$ cat src/rtl/sensor_i2c_pkg.sv
package sensor_i2c_pkg;

  localparam int BYTE_W = 8;
  localparam int BIT_CNT_W = $clog2(BYTE_W);

  // Bus events decoded by the datapath from the synchronised lines
  typedef struct packed {
    logic sclRise;
    logic sclFall;
    logic startEv;
    logic stopEv;
    logic sdaBit;
  } busEv_t;

  // Strobes from control to datapath
  typedef struct packed {
    logic shiftIn;    // shift sampled data bit into receive register
    logic ptrLoad;    // load pointer from received byte
    logic ptrInc;     // advance pointer
    logic ptrClear;   // park pointer at 0
    logic txLoad;     // capture read data and drive its MSB
    logic txShift;    // drive next transmit bit
    logic oeAck;      // pull line low for acknowledge
    logic oeRelease;  // let the line float
    logic wrStrobe;   // store received byte at pointer
    logic resetCmd;   // reload request, starts blackout
  } ctrlStrb_t;

  typedef enum logic [2:0] {
    ST_IDLE, ST_ADDR, ST_WRITE, ST_GCALL, ST_ACK, ST_READ, ST_RDACK, ST_RDNEXT
  } ctrlState_t;

endpackage

$ cat src/rtl/sensor_i2c_dp.sv
module sensor_i2c_dp
  import sensor_i2c_pkg::*;
#(
  parameter int REG_COUNT   = 27,
  parameter int BUSY_CYCLES = 30000
) (
  input  logic              clk,
  input  logic              rstN,
  input  logic              sclIn,
  input  logic              sdaIn,
  input  ctrlStrb_t         strb,
  input  logic [BYTE_W-1:0] regRdData,
  output busEv_t            ev,
  output logic [BYTE_W-1:0] rxByte,
  output logic              busy,
  output logic              sdaOe,
  output logic [BYTE_W-1:0] regAddr,
  output logic              regWrEn,
  output logic [BYTE_W-1:0] regWrData,
  output logic              cfgReload
);

  localparam int BUSY_W = $clog2(BUSY_CYCLES + 1);

  logic [1:0] sclQ, sdaQ;
  logic sclD, sdaD;
  logic [BYTE_W-1:0] ptr;
  logic [BYTE_W-2:0] txReg;
  logic [BUSY_W-1:0] busyCnt;

  wire sclS = sclQ[1];
  wire sdaS = sdaQ[1];

  // Two-flop synchronisers plus one delayed copy for edge detection
  always_ff @(posedge clk) begin
    if (!rstN) begin
      sclQ <= 2'b11;
      sdaQ <= 2'b11;
      sclD <= 1'b1;
      sdaD <= 1'b1;
    end else begin
      sclQ <= {sclQ[0], sclIn};
      sdaQ <= {sdaQ[0], sdaIn};
      sclD <= sclS;
      sdaD <= sdaS;
    end
  end

  always_comb begin
    ev.sclRise = sclS & ~sclD;
    ev.sclFall = ~sclS & sclD;
    ev.startEv = sclS & sclD & sdaD & ~sdaS;
    ev.stopEv  = sclS & sclD & ~sdaD & sdaS;
    ev.sdaBit  = sdaS;
  end

  always_ff @(posedge clk) begin
    if (!rstN) begin
      rxByte    <= '0;
      ptr       <= '0;
      txReg     <= '0;
      sdaOe     <= 1'b0;
      busyCnt   <= '0;
      cfgReload <= 1'b0;
    end else begin
      if (strb.shiftIn) rxByte <= {rxByte[BYTE_W-2:0], sdaS};

      if (strb.ptrClear || strb.resetCmd) ptr <= '0;
      else if (strb.ptrLoad)              ptr <= rxByte;
      else if (strb.ptrInc)               ptr <= ptr + 1'b1;

      if (strb.txLoad) begin
        txReg <= regRdData[BYTE_W-2:0];
        sdaOe <= ~regRdData[BYTE_W-1];
      end else if (strb.txShift) begin
        txReg <= {txReg[BYTE_W-3:0], 1'b0};
        sdaOe <= ~txReg[BYTE_W-2];
      end else if (strb.oeAck) begin
        sdaOe <= 1'b1;
      end else if (strb.oeRelease) begin
        sdaOe <= 1'b0;
      end

      if (strb.resetCmd)      busyCnt <= BUSY_W'(BUSY_CYCLES);
      else if (busyCnt != '0) busyCnt <= busyCnt - 1'b1;

      cfgReload <= strb.resetCmd;
    end
  end

  assign busy      = (busyCnt != '0);
  assign regAddr   = ptr;
  assign regWrData = rxByte;
  assign regWrEn   = strb.wrStrobe && ({1'b0, ptr} < (BYTE_W + 1)'(REG_COUNT));

  // The open-drain enable must never move while SCL is high
  p_oe_stable_scl_high_r2: assert property (@(posedge clk) disable iff (!rstN)
    (sclS && sclD) |-> $stable(sdaOe));

  // A stop leaves the pointer at register 0
  p_ptr_clear_r6: assert property (@(posedge clk) disable iff (!rstN)
    ev.stopEv |=> (ptr == '0));

  // Reload request is a single-cycle pulse
  p_reload_pulse_r8: assert property (@(posedge clk) disable iff (!rstN)
    cfgReload |=> !cfgReload);

endmodule

$ cat src/rtl/sensor_i2c_ctrl.sv
module sensor_i2c_ctrl
  import sensor_i2c_pkg::*;
#(
  parameter logic [6:0]        DEV_ADDR  = 7'h48,
  parameter logic [BYTE_W-1:0] RESET_PTR = 8'hBF,
  parameter logic [BYTE_W-1:0] GC_RESET  = 8'h06
) (
  input  logic              clk,
  input  logic              rstN,
  input  busEv_t            ev,
  input  logic [BYTE_W-1:0] rxByte,
  input  logic              busy,
  output ctrlStrb_t         strb
);

  ctrlState_t state, stateN, ackNext, ackNextN;
  logic [BIT_CNT_W-1:0] bitCnt, bitCntN;
  logic byteFull, byteFullN, ptrPhase, ptrPhaseN;

  always_comb begin
    strb      = '0;
    stateN    = state;
    ackNextN  = ackNext;
    bitCntN   = bitCnt;
    byteFullN = byteFull;
    ptrPhaseN = ptrPhase;
    if (ev.stopEv) begin
      strb.ptrClear  = 1'b1;
      strb.oeRelease = 1'b1;
      stateN         = ST_IDLE;
    end else if (ev.startEv) begin
      strb.oeRelease = 1'b1;
      stateN         = ST_ADDR;
      bitCntN        = '0;
      byteFullN      = 1'b0;
    end else begin
      unique case (state)
        ST_ADDR, ST_WRITE, ST_GCALL: begin
          if (ev.sclRise && !byteFull) begin
            strb.shiftIn = 1'b1;
            bitCntN      = bitCnt + 1'b1;
            if (bitCnt == '1) byteFullN = 1'b1;
          end else if (ev.sclFall && byteFull) begin
            byteFullN = 1'b0;
            bitCntN   = '0;
            stateN    = ST_IDLE;
            if (state == ST_ADDR) begin
              if (!busy && rxByte[BYTE_W-1:1] == DEV_ADDR) begin
                strb.oeAck = 1'b1;
                ptrPhaseN  = 1'b1;
                ackNextN   = rxByte[0] ? ST_READ : ST_WRITE;
                stateN     = ST_ACK;
              end else if (!busy && rxByte == '0) begin
                strb.oeAck = 1'b1;
                ackNextN   = ST_GCALL;
                stateN     = ST_ACK;
              end
            end else if (state == ST_WRITE) begin
              strb.oeAck = 1'b1;
              stateN     = ST_ACK;
              ackNextN   = ST_WRITE;
              if (ptrPhase) begin
                strb.ptrLoad = 1'b1;
                ptrPhaseN    = 1'b0;
                if (rxByte == RESET_PTR) begin
                  strb.resetCmd = 1'b1;
                  ackNextN      = ST_IDLE;
                end
              end else begin
                strb.wrStrobe = 1'b1;
                strb.ptrInc   = 1'b1;
              end
            end else if (rxByte == GC_RESET) begin
              strb.oeAck    = 1'b1;
              strb.resetCmd = 1'b1;
              ackNextN      = ST_IDLE;
              stateN        = ST_ACK;
            end
          end
        end
        ST_ACK: if (ev.sclFall) begin
          bitCntN = '0;
          stateN  = ackNext;
          if (ackNext == ST_READ) strb.txLoad    = 1'b1;
          else                    strb.oeRelease = 1'b1;
        end
        ST_READ: if (ev.sclFall) begin
          if (bitCnt == '1) begin
            strb.oeRelease = 1'b1;
            stateN         = ST_RDACK;
          end else begin
            strb.txShift = 1'b1;
            bitCntN      = bitCnt + 1'b1;
          end
        end
        ST_RDACK: if (ev.sclRise) begin
          if (!ev.sdaBit) begin
            strb.ptrInc = 1'b1;
            stateN      = ST_RDNEXT;
          end else begin
            stateN = ST_IDLE;
          end
        end
        ST_RDNEXT: if (ev.sclFall) begin
          strb.txLoad = 1'b1;
          bitCntN     = '0;
          stateN      = ST_READ;
        end
        default: ;
      endcase
    end
  end

  always_ff @(posedge clk) begin
    if (!rstN) begin
      state    <= ST_IDLE;
      ackNext  <= ST_IDLE;
      bitCnt   <= '0;
      byteFull <= 1'b0;
      ptrPhase <= 1'b0;
    end else begin
      state    <= stateN;
      ackNext  <= ackNextN;
      bitCnt   <= bitCntN;
      byteFull <= byteFullN;
      ptrPhase <= ptrPhaseN;
    end
  end

  // No address acknowledge while the reload blackout runs
  p_ack_not_busy_r10: assert property (@(posedge clk) disable iff (!rstN)
    (state == ST_ADDR && strb.oeAck) |-> !busy);

  // Read phases never store into the register file
  p_rd_no_wr_r4: assert property (@(posedge clk) disable iff (!rstN)
    (state inside {ST_READ, ST_RDACK, ST_RDNEXT}) |-> !strb.wrStrobe);

endmodule

$ cat src/rtl/sensor_i2c_slave.sv
module sensor_i2c_slave
  import sensor_i2c_pkg::*;
#(
  parameter logic [6:0]        DEV_ADDR    = 7'h48,
  parameter int                REG_COUNT   = 27,
  parameter int                BUSY_CYCLES = 30000,
  parameter logic [BYTE_W-1:0] RESET_PTR   = 8'hBF,
  parameter logic [BYTE_W-1:0] GC_RESET    = 8'h06
) (
  input  logic              clk,
  input  logic              rstN,
  input  logic              sclIn,
  input  logic              sdaIn,
  output logic              sdaOe,
  output logic [BYTE_W-1:0] regAddr,
  output logic              regWrEn,
  output logic [BYTE_W-1:0] regWrData,
  input  logic [BYTE_W-1:0] regRdData,
  output logic              cfgReload
);

  busEv_t            ev;
  ctrlStrb_t         strb;
  logic [BYTE_W-1:0] rxByte;
  logic              busy;

  sensor_i2c_ctrl #(
    .DEV_ADDR (DEV_ADDR),
    .RESET_PTR(RESET_PTR),
    .GC_RESET (GC_RESET)
  ) ctrl_i (
    .clk   (clk),
    .rstN  (rstN),
    .ev    (ev),
    .rxByte(rxByte),
    .busy  (busy),
    .strb  (strb)
  );

  sensor_i2c_dp #(
    .REG_COUNT  (REG_COUNT),
    .BUSY_CYCLES(BUSY_CYCLES)
  ) dp_i (
    .clk      (clk),
    .rstN     (rstN),
    .sclIn    (sclIn),
    .sdaIn    (sdaIn),
    .strb     (strb),
    .regRdData(regRdData),
    .ev       (ev),
    .rxByte   (rxByte),
    .busy     (busy),
    .sdaOe    (sdaOe),
    .regAddr  (regAddr),
    .regWrEn  (regWrEn),
    .regWrData(regWrData),
    .cfgReload(cfgReload)
  );

endmodule

$ cat config.mk
export PLATFORM = sky130hd
export DESIGN_NAME = sensor_i2c_slave
export DESIGN_NICKNAME = d
export VERILOG_FILES = /design/src/rtl/sensor_i2c_pkg.sv /design/src/rtl/sensor_i2c_dp.sv /design/src/rtl/sensor_i2c_ctrl.sv /design/src/rtl/sensor_i2c_slave.sv
export SDC_FILE = /design/constraint.sdc
export NUM_CORES = 1
export LEC_CHECK = 0
export ABC_AREA = 0
export BUFFER_PORTS_ARGS = -buffer_cell sky130_fd_sc_hd__buf_2
export CAP_MARGIN = 40
export CORE_MARGIN = 2
export CORE_UTILIZATION = 40
export DETAILED_ROUTE_END_ITERATION = 12
export GPL_ROUTABILITY_DRIVEN = 0
export PLACE_DENSITY = 0.63
export SYNTH_ARGS = -nofsm -noshare
export SYNTH_HDL_FRONTEND = slang
export SYNTH_SLANG_ARGS = --single-unit
$ cat constraint.sdc
create_clock -name clk -period 2.3 [get_ports clk]
set_input_delay 0.115 -clock clk [delete_from_list [all_inputs] [get_ports clk]]
set_output_delay 0.115 -clock clk [all_outputs]
set_load 0.02 [all_outputs]
=== After elaboration in Yosys (flattened, before gate mapping) ===
Cells that the tools add are included.

* Register bits after elaboration: 57
* Input port bits: 12
* Output and inout port bits: 19

* Eq/ne operators: 32
* Bitwise operators: 17
* Muxes and demuxes: 96
* $add $sub $neg: 3
* Reduce and logical (&&, ||, !) cells: 33
* Order comparisons: 1

{| class="wikitable"
|+ Operators by type and width
! kind !! number
|-
| 3-bit 2-to-1 mux || 29
|-
| 1-bit 2-to-1 mux || 43
|-
| 15-bit 2-to-1 mux || 2
|-
| 2-bit 2-to-1 mux || 13
|-
| 3-bit by 1-bit != test with 1-bit output, second input constant || 7
|-
| 3-bit equality test, second input constant || 6
|-
| 8-bit 2-to-1 mux || 2
|-
| 8-bit AND reduction || 2
|-
| 3-bit case mux with 5 select lines || 1
|-
| 15-bit nonzero test || 1
|-
| 15-bit by 1-bit subtractor with 15-bit output, second input constant || 1
|-
| 7-bit 2-to-1 mux || 2
|-
| 7-bit AND reduction || 2
|-
| 2-bit by 1-bit != test with 1-bit output, second input constant || 6
|-
| 1-bit inverter || 10
|-
| 2-bit nonzero test || 5
|-
| 3-bit by 2-bit != test with 1-bit output, second input constant || 3
|-
| 3-bit case mux with 3 select lines || 1
|-
| 8-bit by 1-bit adder with 8-bit output, second input constant || 1
|-
| 8-bit by 3-bit equality test with 1-bit output, second input constant || 1
|-
| 8-bit equality test, second input constant || 1
|-
| 8-bit zero test || 1
|-
| 8-bit by 5-bit less-than comparator with 1-bit output, second input constant || 1
|-
| 4-bit nonzero test || 2
|-
| 19 further kinds || 39
|}

=== Logic depth before layout (Yosys ltp) ===
Gate-level depths: netlist (run 1).

* Depth in word-level cells: 14
* Mapped depth: 8
* Depth with buffers taken out: 7

=== Hierarchy ===
Synthesis (run 1) repeated with hierarchy kept, for this count alone.

* Cell total of the unflattened synthesis: 367
* Area, all modules: 3199.3 um^2

{| class="wikitable"
|+ By module, submodules not included
! module !! sequential area each (um^2) !! instances !! area each (um^2) !! cells each
|-
| sensor_i2c_dp || 920.9 || 1 || 2173.3 || 236
|-
| sensor_i2c_ctrl || 220.2 || 1 || 1026.0 || 131
|}

=== Least setup slack after synthesis (run 1) ===
Ideal clock, no wire load.

* Kind: flip-flop to flip-flop
* Start: reg dp_i.busyCnt[0]
* End: reg ctrl_i.state[2]
* Library setup time: 0.103 ns
* Path buffers: 0
* Arrival time: 2.150 ns
* Cell stages (with the launch flop): 8
* Slack: 0.047 ns
* Clock period less this slack: 2.253 ns
* Path through: dfxtp_1 inv_1 ha_1 or4b_2 or2_2 o41ai_2 a21oi_1 a2111oi_2

* Cells in the longest elaborated chain, start to end: 9
* Elaborated cells between the ends (all ways): 10
* Classes of those cells: 6 x mux; 4 x reduce/logical

{| class="wikitable"
|+ Ends and longest elaborated chain
! item !! RTL line !! RTL
|-
| start, declared || sensor_i2c_dp.sv:29 || <nowiki>logic [BUSY_W-1:0] busyCnt;</nowiki>
|-
| start signal, assigned || sensor_i2c_dp.sv:84 || <nowiki>if (strb.resetCmd) busyCnt <= BUSY_W'(BUSY_CYCLES);</nowiki>
|-
| start signal, assigned || sensor_i2c_dp.sv:85 || <nowiki>else if (busyCnt != '0) busyCnt <= busyCnt - 1'b1;</nowiki>
|-
| 15-bit nonzero test * || sensor_i2c_dp.sv:91 || <nowiki>assign busy = (busyCnt != '0);</nowiki>
|-
| 1-bit zero test * || sensor_i2c_ctrl.sv:48, sensor_i2c_ctrl.sv:53 ||
|-
| 1-bit logical AND || sensor_i2c_ctrl.sv:53 || <nowiki>end else if (!busy && rxByte == '0) begin</nowiki>
|-
| 3-bit 2-to-1 mux || sensor_i2c_ctrl.sv:53 ||
|-
| 3-bit 2-to-1 mux * || sensor_i2c_ctrl.sv:48 || <nowiki>if (!busy && rxByte[BYTE_W-1:1] == DEV_ADDR) begin</nowiki>
|-
| 3-bit 2-to-1 mux * || sensor_i2c_ctrl.sv:47 || <nowiki>if (state == ST_ADDR) begin</nowiki>
|-
| 3-bit 2-to-1 mux * || sensor_i2c_ctrl.sv:43 || <nowiki>end else if (ev.sclFall && byteFull) begin</nowiki>
|-
| 3-bit 2-to-1 mux * || sensor_i2c_ctrl.sv:39 || <nowiki>if (ev.sclRise && !byteFull) begin</nowiki>
|-
| 3-bit case mux with 5 select lines * || sensor_i2c_ctrl.sv:37 || <nowiki>unique case (state)</nowiki>
|-
| end signal, assigned || sensor_i2c_ctrl.sv:122 || <nowiki>state <= stateN;</nowiki>
|-
| end, declared || sensor_i2c_ctrl.sv:16 || <nowiki>ctrlState_t state, stateN, ackNext, ackNextN;</nowiki>
|}

Every way passes the cells marked *; elsewhere a longest branch is shown, timed or not. The select of a mux whose other input is x is not followed.
A chain may end at the register's enable or synchronous reset.

=== Worst setup path after layout (run 1) ===
* Start: reg dp_i.busyCnt[6]
* End: reg ctrl_i.state[2]

The elaborated chain is that of the path after synthesis.

==> metrics, run 1 <==
largest family of logic cells by synthesized area simple AND/OR/NAND/NOR gates; Vias 2,868; total track usage 19.1%; commonest non-fill, non-tap cells in the layout dfxtp_1 (57), nor2_1 (37), buf_2 (30); adder-cell share of the synthesized area under 10%; compound-gate portion of the synthesized area 19.9%; Syn Inst Count about 380; GRT Max-Usage Layer met2; f_max 0.469 GHz; final core utilization 49.5%; Power Dens Cells around 910 nW/um2; Post-synth top flop dfxtp_1; core area around 7300 um2; DRT antenna net count 0; I/O Buffers 30; post-synthesis mux area share 3.27%; Fin Setup TNS 0 ns; Hold Crit Class in -> reg; Post-Synth Simple-Gate Area between 20 and 30%; Critical Path AT about 2.4 ns; Setup Crit Path Kind reg -> reg; clock sinks 57; Initial Util 41.7%; Clk pin slew, worst setup/hold paths around 0.060 ns; status finished, final reports clean; Final min period 2.13 ns; die height between 90 and 100 um; Post-synth EDFFs 0; Synthesis Warnings 0; IR Drop Worst-Case VDD between 0.0004 and 0.0005 V; Leak Pwr about 1.4 nW; crit path launch dp_i.busyCnt[6]$_SDFFE_PP0P_; num ports 31; M2 GR Usage about 30%; worst-path maximum fanout 3; drt first pass iters 4; synthesized cell area 3060 um2; Critical Path RT 2.54 ns; post-synthesis xor/xnor area fraction 4.29%; diode count 0; fin nets 441; Slowest-stage cell, CP or4_1; Detailed Place HPWL between 5000 and 6000 um; Root Driver clkbuf_8; GRT met3 Usage 3.32%; Num CTS Buffers 9; HP Start regRdData[0]; grt total ovfl 0; Worst R2R Start dp_i.busyCnt[6]$_SDFFE_PP0P_; FILL cells 722; Synth Area per Inst 8.07 um2; Worst R2R Path Depth 5; #FFs+latches synth 57; Worst Skew 0.00587 ns; final setup fails 0; met1 Use GR 25.6%; share of layout cells above drive strength 1 18.9%; Slew @ Worst Pin 0.509 ns; fin crit share between 90 and 100%; CP peak stage delay 0.55 ns; reported max-cap violation count 0; area delta synth->final 18.7%; global-route wire length before repair 12,900 um; H-tree depth 3; Seq/Total Area, Yosys 37.3%; routed len/inst roughly 14 um; CTS max path bufs 2; most common cell after layout, fill and taps aside dfxtp_1; Slew Viols, Final 0; ys async rst share 0%; Worst setup EP type flip-flop; CTS tree done; Mapped Nets roughly 400; Cell variety after synth 57; Worst slew margin 65.7%; Total Wirelength around 7600 um; Hold WS 0.0127 ns; full die area 8360 um2; Startpoint Class flip-flop; Die X 91.5 um; via/cell ratio between 5 and 6; critical path, cell by cell or4_1 > or3_4 > o41ai_2 > a21oi_1 > a2111oi_2; Core Rows 31; DRC 0; vias in the first global route 2,670; Final Hold Fails 0; largest net degree at the start of global routing 25; RSZ-0062 raised after global routing no; DR iter-0 viols roughly 190; initial antenna violation count 0; Clock Latency Late Sink 0.34 ns; Hold Crit Depth 3
through the flow:
| step | power (mW) | instance area (um2) | worst slack (ns) | instances |
|---|---|---|---|---|
| floorplan | 2.14 | 3060 | 0.0468 | 379 |
| global placement | 2.40 | 3420 | 0.0221 | 510 |
| detailed placement | 2.42 | 3420 | -0.0116 | 510 |
| CTS | 3.27 | 3610 | 0.0344 | 528 |
| global route | 3.55 | 3630 | 0.0199 | 528 |
| finish | 3.31 | 3630 | 0.167 | 528 |
worst paths after layout:
check | end | slack (ns)
worst max-delay path | ctrl_i.state[2]$_SDFFE_PP0P_ | 0.17
worst min-delay path | dp_i.txReg[0]$_SDFFE_PN0P_ | 0.01
worst max register to register | ctrl_i.state[2]$_SDFFE_PP0P_ | 0.17
worst min register to register | dp_i.sdaQ[1]$_SDFF_PN1_ | 0.41
worst max-delay path: cells and delay by family, from the launching register on:
family,cells,cell delay [ns]
simple gates,2,0.95
compound gates,3,0.77
flops,1,0.33
layer usage:
metal / share of wire, % / routed length (um)
met5: 0 / 0
met4: 1.9 / 141
met3: 3.7 / 282
met2: 46 / 3480
met1: 49 / 3720
power breakdown:
| part | switching, mW | internal [mW] | leakage, nW | total [mW] |
|---|---|---|---|---|
| logic | 0.647 | 0.594 | 0.849 | 1.24 |
| clock network | 0.397 | 0.445 | 0.0932 | 0.842 |
| registers | 0.106 | 1.12 | 0.463 | 1.22 |
| total | 1.15 | 2.16 | 1.40 | 3.31 |
registers in the layout, indices dropped and copies added, names as in the netlist, 2 cells and up:
name and flops:
ctrl_i.state 3, dp_i.sdaQ 2, dp_i.busyCnt 15, ctrl_i.bitCnt 3
dp_i.regWrData 8, ctrl_i.ackNext 3, dp_i.sclQ 2, dp_i.regAddr 8
dp_i.txReg 7
cell families after synthesis:
logic type,Yosys count
AND/OR/NAND/NOR,166
buffers and inverters,34
AO/OA/AOI/OAI,92
adder cells (fa/ha/maj),5
flip-flops,57
multiplexers,10
XOR/XNOR,15
synth_stat cells, drive strengths merged, types with 8 or more instances:
master / instances / area [um2]
inv: 11 / 41.3
nand3: 23 / 115
nand2: 27 / 101
o211ai: 8 / 65.1
dfxtp: 57 / 1140
xor2: 11 / 96.3
nor2: 37 / 139
mux2i: 10 / 100
nor3: 17 / 90.1
a21oi: 28 / 140
clkbuf: 20 / 76.3
nand2b: 11 / 68.8
o21ai: 15 / 75.1
cell type report:
| type | instances | area (um2) | share of cell area, % |
|---|---|---|---|
| Clock buffer | 13 | 159 | 4.38 |
| Clock inverter | 3 | 15.0 | 0.414 |
| Inverter | 12 | 45.0 | 1.24 |
| Multi-Input combinational cell | 288 | 1790 | 49.4 |
| Sequential cell | 57 | 1140 | 31.4 |
| Tap cell | 99 | 124 | 3.41 |
| Timing Repair Buffer | 56 | 354 | 9.75 |
repair_timing:
item                                   CTS  global route
pin swaps                                2             4
hold buffers                             2             0
gates resized for setup                  0             4
buffers inserted                         0             0
endpoints found under the hold margin    2             0
setup endpoints to repair                1             8
No activity file was read; power rests on OpenSTA's default activity.
==> inputs of run 2 (changes only) <==
Settings changed: PLACE_DENSITY 0.63 to 0.61, SKIP_LAST_GASP set to 1.
Clock period 2.3 ns to 2.2 ns, I/O delays scaled along.
==> run 2 against run 1 <==
Critical path depth did not move. Clock power is 19% higher. Highest routed layer unchanged. First-iteration DRC count rose by 16%. Wire length grew 2.8%. Largest power group is now sequential cells. Count of clock-buffer cells in the layout is 1 lower. Power grew 7.5%.
==> metrics, run 2 (synthesis results as in run 1) <==
RSZ-0062 raised after global routing no; non-filler cells, final 530; Vias approximately 3,000; area delta synth->final 20.0%; Worst slew margin 62.1%; Clk pin slew, worst setup/hold paths around 0.070 ns; commonest non-fill, non-tap cells in the layout dfxtp_1 (57), nor2_1 (37), buf_2 (30); H-tree depth 3; DRT antenna net count 0; Worst Hold End dp_i.txReg[0]$_SDFFE_PN0P_; IR Drop Worst-Case VDD 0.000507 V; DR iter-0 viols about 220; I/O Buffers 30; Die X 91.5 um; Num CTS Buffers 9; Clock Latency Late Sink 0.34 ns; Hold Crit Class in -> reg; share of layout cells above drive strength 1 about 19%; number of flip-flops under the largest register name 15; clock sinks 57; R2R Path End ctrl_i.state[2]$_SDFFE_PP0P_; largest net degree at the start of global routing 25; Root Driver clkbuf_8; drt first pass iters 5; internal reg-to-reg setup slack approximately 0.071 ns; vias in the first global route 2,791; Slew Viols, Final 0; HP Start regRdData[0]; Final Hold Fails 0; Final min period 2.13 ns; Startpoint Class flip-flop; Core Rows 31; core area 7330 um2; Fin Setup TNS 0 ns; placed cells 513; final setup fails 0; Worst R2R Start dp_i.busyCnt[6]$_SDFFE_PP0P_; via/cell ratio 5.61; Worst R2R Path Depth 5; Critical Path AT 2.36 ns; Detailed Place HPWL 5570 um; die height 91.5 um; routed len/inst 14.8 um; Setup Crit Path Kind reg -> reg; CTS max path bufs 2; initial antenna violation count 0; reported max-cap violation count 0; status finished, final reports clean; fin crit share 96.8%; Leak Pwr 1.43 nW; global-route wire length before repair between 10,000 and 15,000 um; fin nets 444; Initial Util 41.7%; Hold Crit Depth 3; Slew @ Worst Pin 0.563 ns; full die area 8360 um2; diode count 0; grt total ovfl 0; f_max 0.470 GHz; CTS tree done; DRC 0; total chip power about 3.6 mW; Critical Path RT 2.43 ns; Worst setup EP type flip-flop; worst-path maximum fanout 3; total track usage 19.6%; Worst Skew 0.00910 ns; Largest Register dp_i.busyCnt; Total Wirelength 7830 um; Power Dens Cells between 900 and 1000 nW/um2; most common cell after layout, fill and taps aside dfxtp_1; Post-CTS Setup Repair Bufs 0; num ports 31
==> run 2: power by group <==
part | total, mW | internal [mW] | switching [mW] | leakage [nW]
Clock | 1.00 | 0.575 | 0.427 | 0.102
Sequential | 1.28 | 1.17 | 0.108 | 0.463
Combinational | 1.28 | 0.603 | 0.672 | 0.864
Total | 3.55 | 2.35 | 1.21 | 1.43
==> run 2: what timing repair did <==
action,CTS,global route
gates resized for setup,1,1
endpoints found under the hold margin,2,0
hold buffers,2,0
setup endpoints to repair,3,2
pin swaps,1,2
gates cloned,0,0
==> run 2: cell type report <==
cell class	count	area (um2)
Clock buffer	12	155
Inverter	12	45.0
Clock inverter	3	40.0
Fill cell	723	3660
Timing Repair Buffer	59	373
Sequential cell	57	1140
Multi-Input combinational cell	288	1790
Tap cell	99	124
==> run 2: worst max path at each step <==
stage	startpoint	slack, ns	to
finish	dp_i.busyCnt[6]$_SDFFE_PP0P_	0.07	ctrl_i.state[2]$_SDFFE_PP0P_
global route	dp_i.busyCnt[0]$_SDFFE_PP0P_	0.02	ctrl_i.ackNext[1]$_SDFFE_PN0P_
CTS	dp_i.busyCnt[6]$_SDFFE_PP0P_	0.06	ctrl_i.state[2]$_SDFFE_PP0P_
global placement	dp_i.busyCnt[1]$_SDFFE_PP0P_	-0.03	ctrl_i.state[2]$_SDFFE_PP0P_
floorplan	dp_i.busyCnt[6]$_SDFFE_PP0P_	-0.007	ctrl_i.state[2]$_SDFFE_PP0P_
detailed placement	dp_i.busyCnt[0]$_SDFFE_PP0P_	-0.08	ctrl_i.state[2]$_SDFFE_PP0P_
==> run 2: worst max-delay path: stages, from the launching register on <==
cell       delay [ns]
dfxtp_1          0.33
or4_1            0.55
or3_1            0.37
o41ai_2          0.33
a21oi_1          0.13
a2111oi_2        0.32
==> run 2: through the flow <==
step                      hold WS, ns  worst slack (ns)  cell area [um2]  util (%)
after floorplan                 0.211          -0.00713             3070         -
after global placement          0.292           -0.0270             3450      47.1
after detailed placement        0.296           -0.0807             3450      47.1
after CTS                     0.00693            0.0581             3670      50.1
after global routing           0.0115            0.0171             3670      50.1
final                          0.0244            0.0707             3670      50.1
==> run 2: metal layers <==
| metal | routed length (um) | vias up | global-route usage [%] |
|---|---|---|---|
| li1 | - | 1483 | - |
| met1 | 3660 | 1392 | 25.5 |
| met2 | 3620 | 79 | 31.0 |
| met3 | 399 | 20 | 5.81 |
| met4 | 161 | 0 | 6.19 |
| met5 | 0 | - | 0 |
==> inputs of run 3 (changes only) <==
Settings changed: CORE_ASPECT_RATIO set to 0.7, CORE_MARGIN 2 to not set.
==> run 3 against run 2 <==
Global-route usage increased by 2.3 points. Critical path depth did not move. Die area fell by 4.3%. Fmax fell by 1.5%. First-iteration DRC count down 19%. Clock power barely moved. Utilization increased by 0.62 points. Combinational power is 8% higher. Count of clock-buffer cells in the layout is 2 higher. Clock skew up 0.0017 ns. Power rose by 3.9%. Wire length about the same. Largest power group is now combinational logic. Highest routed layer unchanged.
==> metrics, run 3 (synthesis results as in run 1) <==
status finished, final reports clean; initial antenna violation count 0; reported max-cap violation count 0; met1 Use GR 30.6%; Startpoint Class flip-flop; M2 GR Usage 32.3%; Slew Viols, Final 0; Root Driver clkbuf_8; routed len/inst between 10 and 15 um; Worst R2R Start dp_i.busyCnt[6]$_SDFFE_PP0P_; core area 7350 um2; Post-CTS Setup Repair Bufs 0; Leak Pwr 1.45 nW; Clk pin slew, worst setup/hold paths ~0.07 ns; most common cell after layout, fill and taps aside dfxtp_1; CTS max path bufs 2; vias in the first global route 2,740; CP peak stage delay 0.58 ns; commonest non-fill, non-tap cells in the layout dfxtp_1 (57), nor2_1 (37), buf_2 (30); final setup fails 0; area delta synth->final 21.8%; Worst slew margin 64.5%; fin nets roughly 450; DR iter-0 viols 180; total track usage 21.9%; f_max 0.462 GHz; grt total ovfl 0; Final Hold Fails 0; largest net degree at the start of global routing 27; num ports 31; IR Drop Worst-Case VDD 0.000540 V; die height about 75 um; Worst setup EP type flip-flop; share of layout cells above drive strength 1 about a fifth; DRC 0; Slew @ Worst Pin 0.527 ns; Fin Setup TNS 0 ns; full die area 8010 um2; CTS tree done; Final WS setup 0.0373 ns; Die X 107 um; Largest Register dp_i.busyCnt; RSZ-0062 raised after global routing yes; final core utilization 50.7%; GRT Max-Usage Layer met2; Critical Path RT 2.45 ns; Power Dens Cells 991 nW/um2; Initial Util 41.6%; drt first pass iters 4; Core Rows 26; Clock Latency Late Sink 0.35 ns; worst-path maximum fanout 3; global-route wire length before repair 13,300 um; Worst Skew 0.0108 ns; critical path, cell by cell or4_1 > or3_4 > o41ai_4 > a21oi_2 > a2111oi_2; fin crit share 98.3%; via/cell ratio around 5.4; H-tree depth 3; DRT antenna net count 0; crit path launch dp_i.busyCnt[6]$_SDFFE_PP0P_; HP Start regRdData[1]; Detailed Place HPWL between 5000 and 6000 um; Total Wirelength a little under 8000 um; Critical Path AT 2.41 ns; Num CTS Buffers 9; FILL cells around 750; Setup Crit Path Kind reg -> reg; Final min period 2.16 ns; pre-CTS WS -0.134 ns; Vias 2,885; I/O Buffers 30; clock sinks 57; Hold Crit Class in -> reg; Slowest-stage cell, CP or4_1; GRT met3 Usage around 5.5%; number of flip-flops under the largest register name 15; diode count 0
run 3: per-stage QoR:
step / instance area [um2] / power [mW] / instances / hold WS, ns
floorplan: 3070 / 2.26 / 379 / 0.211
global placement: 3450 / 2.55 / 512 / 0.290
detailed placement: 3450 / 2.58 / 512 / 0.296
CTS: 3690 / 3.66 / 531 / 0.0310
global route: 3730 / 3.96 / 531 / 0.0560
finish: 3730 / 3.69 / 531 / 0.0495
run 3: what timing repair did:
action | in CTS | in global routing
setup endpoints to repair | 3 | 17
gates resized for setup | 2 | 9
pin swaps | 1 | 1
hold buffers | 3 | 0
hold endpoints to repair | 3 | 0
run 3: final timing paths:
kind / depth (start not counted) / slack, ns / endpoint
max: 5 / 0.04 / ctrl_i.state[2]$_SDFFE_PP0P_
min: 3 / 0.05 / dp_i.txReg[1]$_SDFFE_PN0P_
max reg2reg: 5 / 0.04 / ctrl_i.state[2]$_SDFFE_PP0P_
min reg2reg: 1 / 0.41 / dp_i.sclQ[1]$_SDFF_PN1_
run 3: area by class of cell:
cell class	instances	area (um2)	area share (%)
timing repair buffer	60	383	10.3
clock buffer	14	173	4.63
multi-input combinational	288	1830	49.0
clock inverter	2	35.0	0.940
sequential	57	1140	30.6
inverter	12	45.0	1.21
tap	98	123	3.29
run 3: per-layer routing:
layer / part of all wire (%) / wire length [um] / vias to the layer above
li1: - / - / 1474
met1: 51 / 4010 / 1334
met2: 42 / 3310 / 66
met3: 4.9 / 386 / 11
met4: 1.5 / 121 / 0
met5: 0 / 0 / -
run 3: report_power, final:
group / switching [mW] / leakage [nW] / internal (mW)
registers: 0.114 / 0.463 / 1.17
logic: 0.730 / 0.877 / 0.653
clock network: 0.412 / 0.107 / 0.615
total: 1.26 / 1.45 / 2.44
run 3: worst max-delay path: cells and delay by family, from the launching register on:
family	cells	cell delay (ns)
AO/OA/AOI/OAI	3	0.79
flip-flops	1	0.33
AND/OR/NAND/NOR	2	0.95
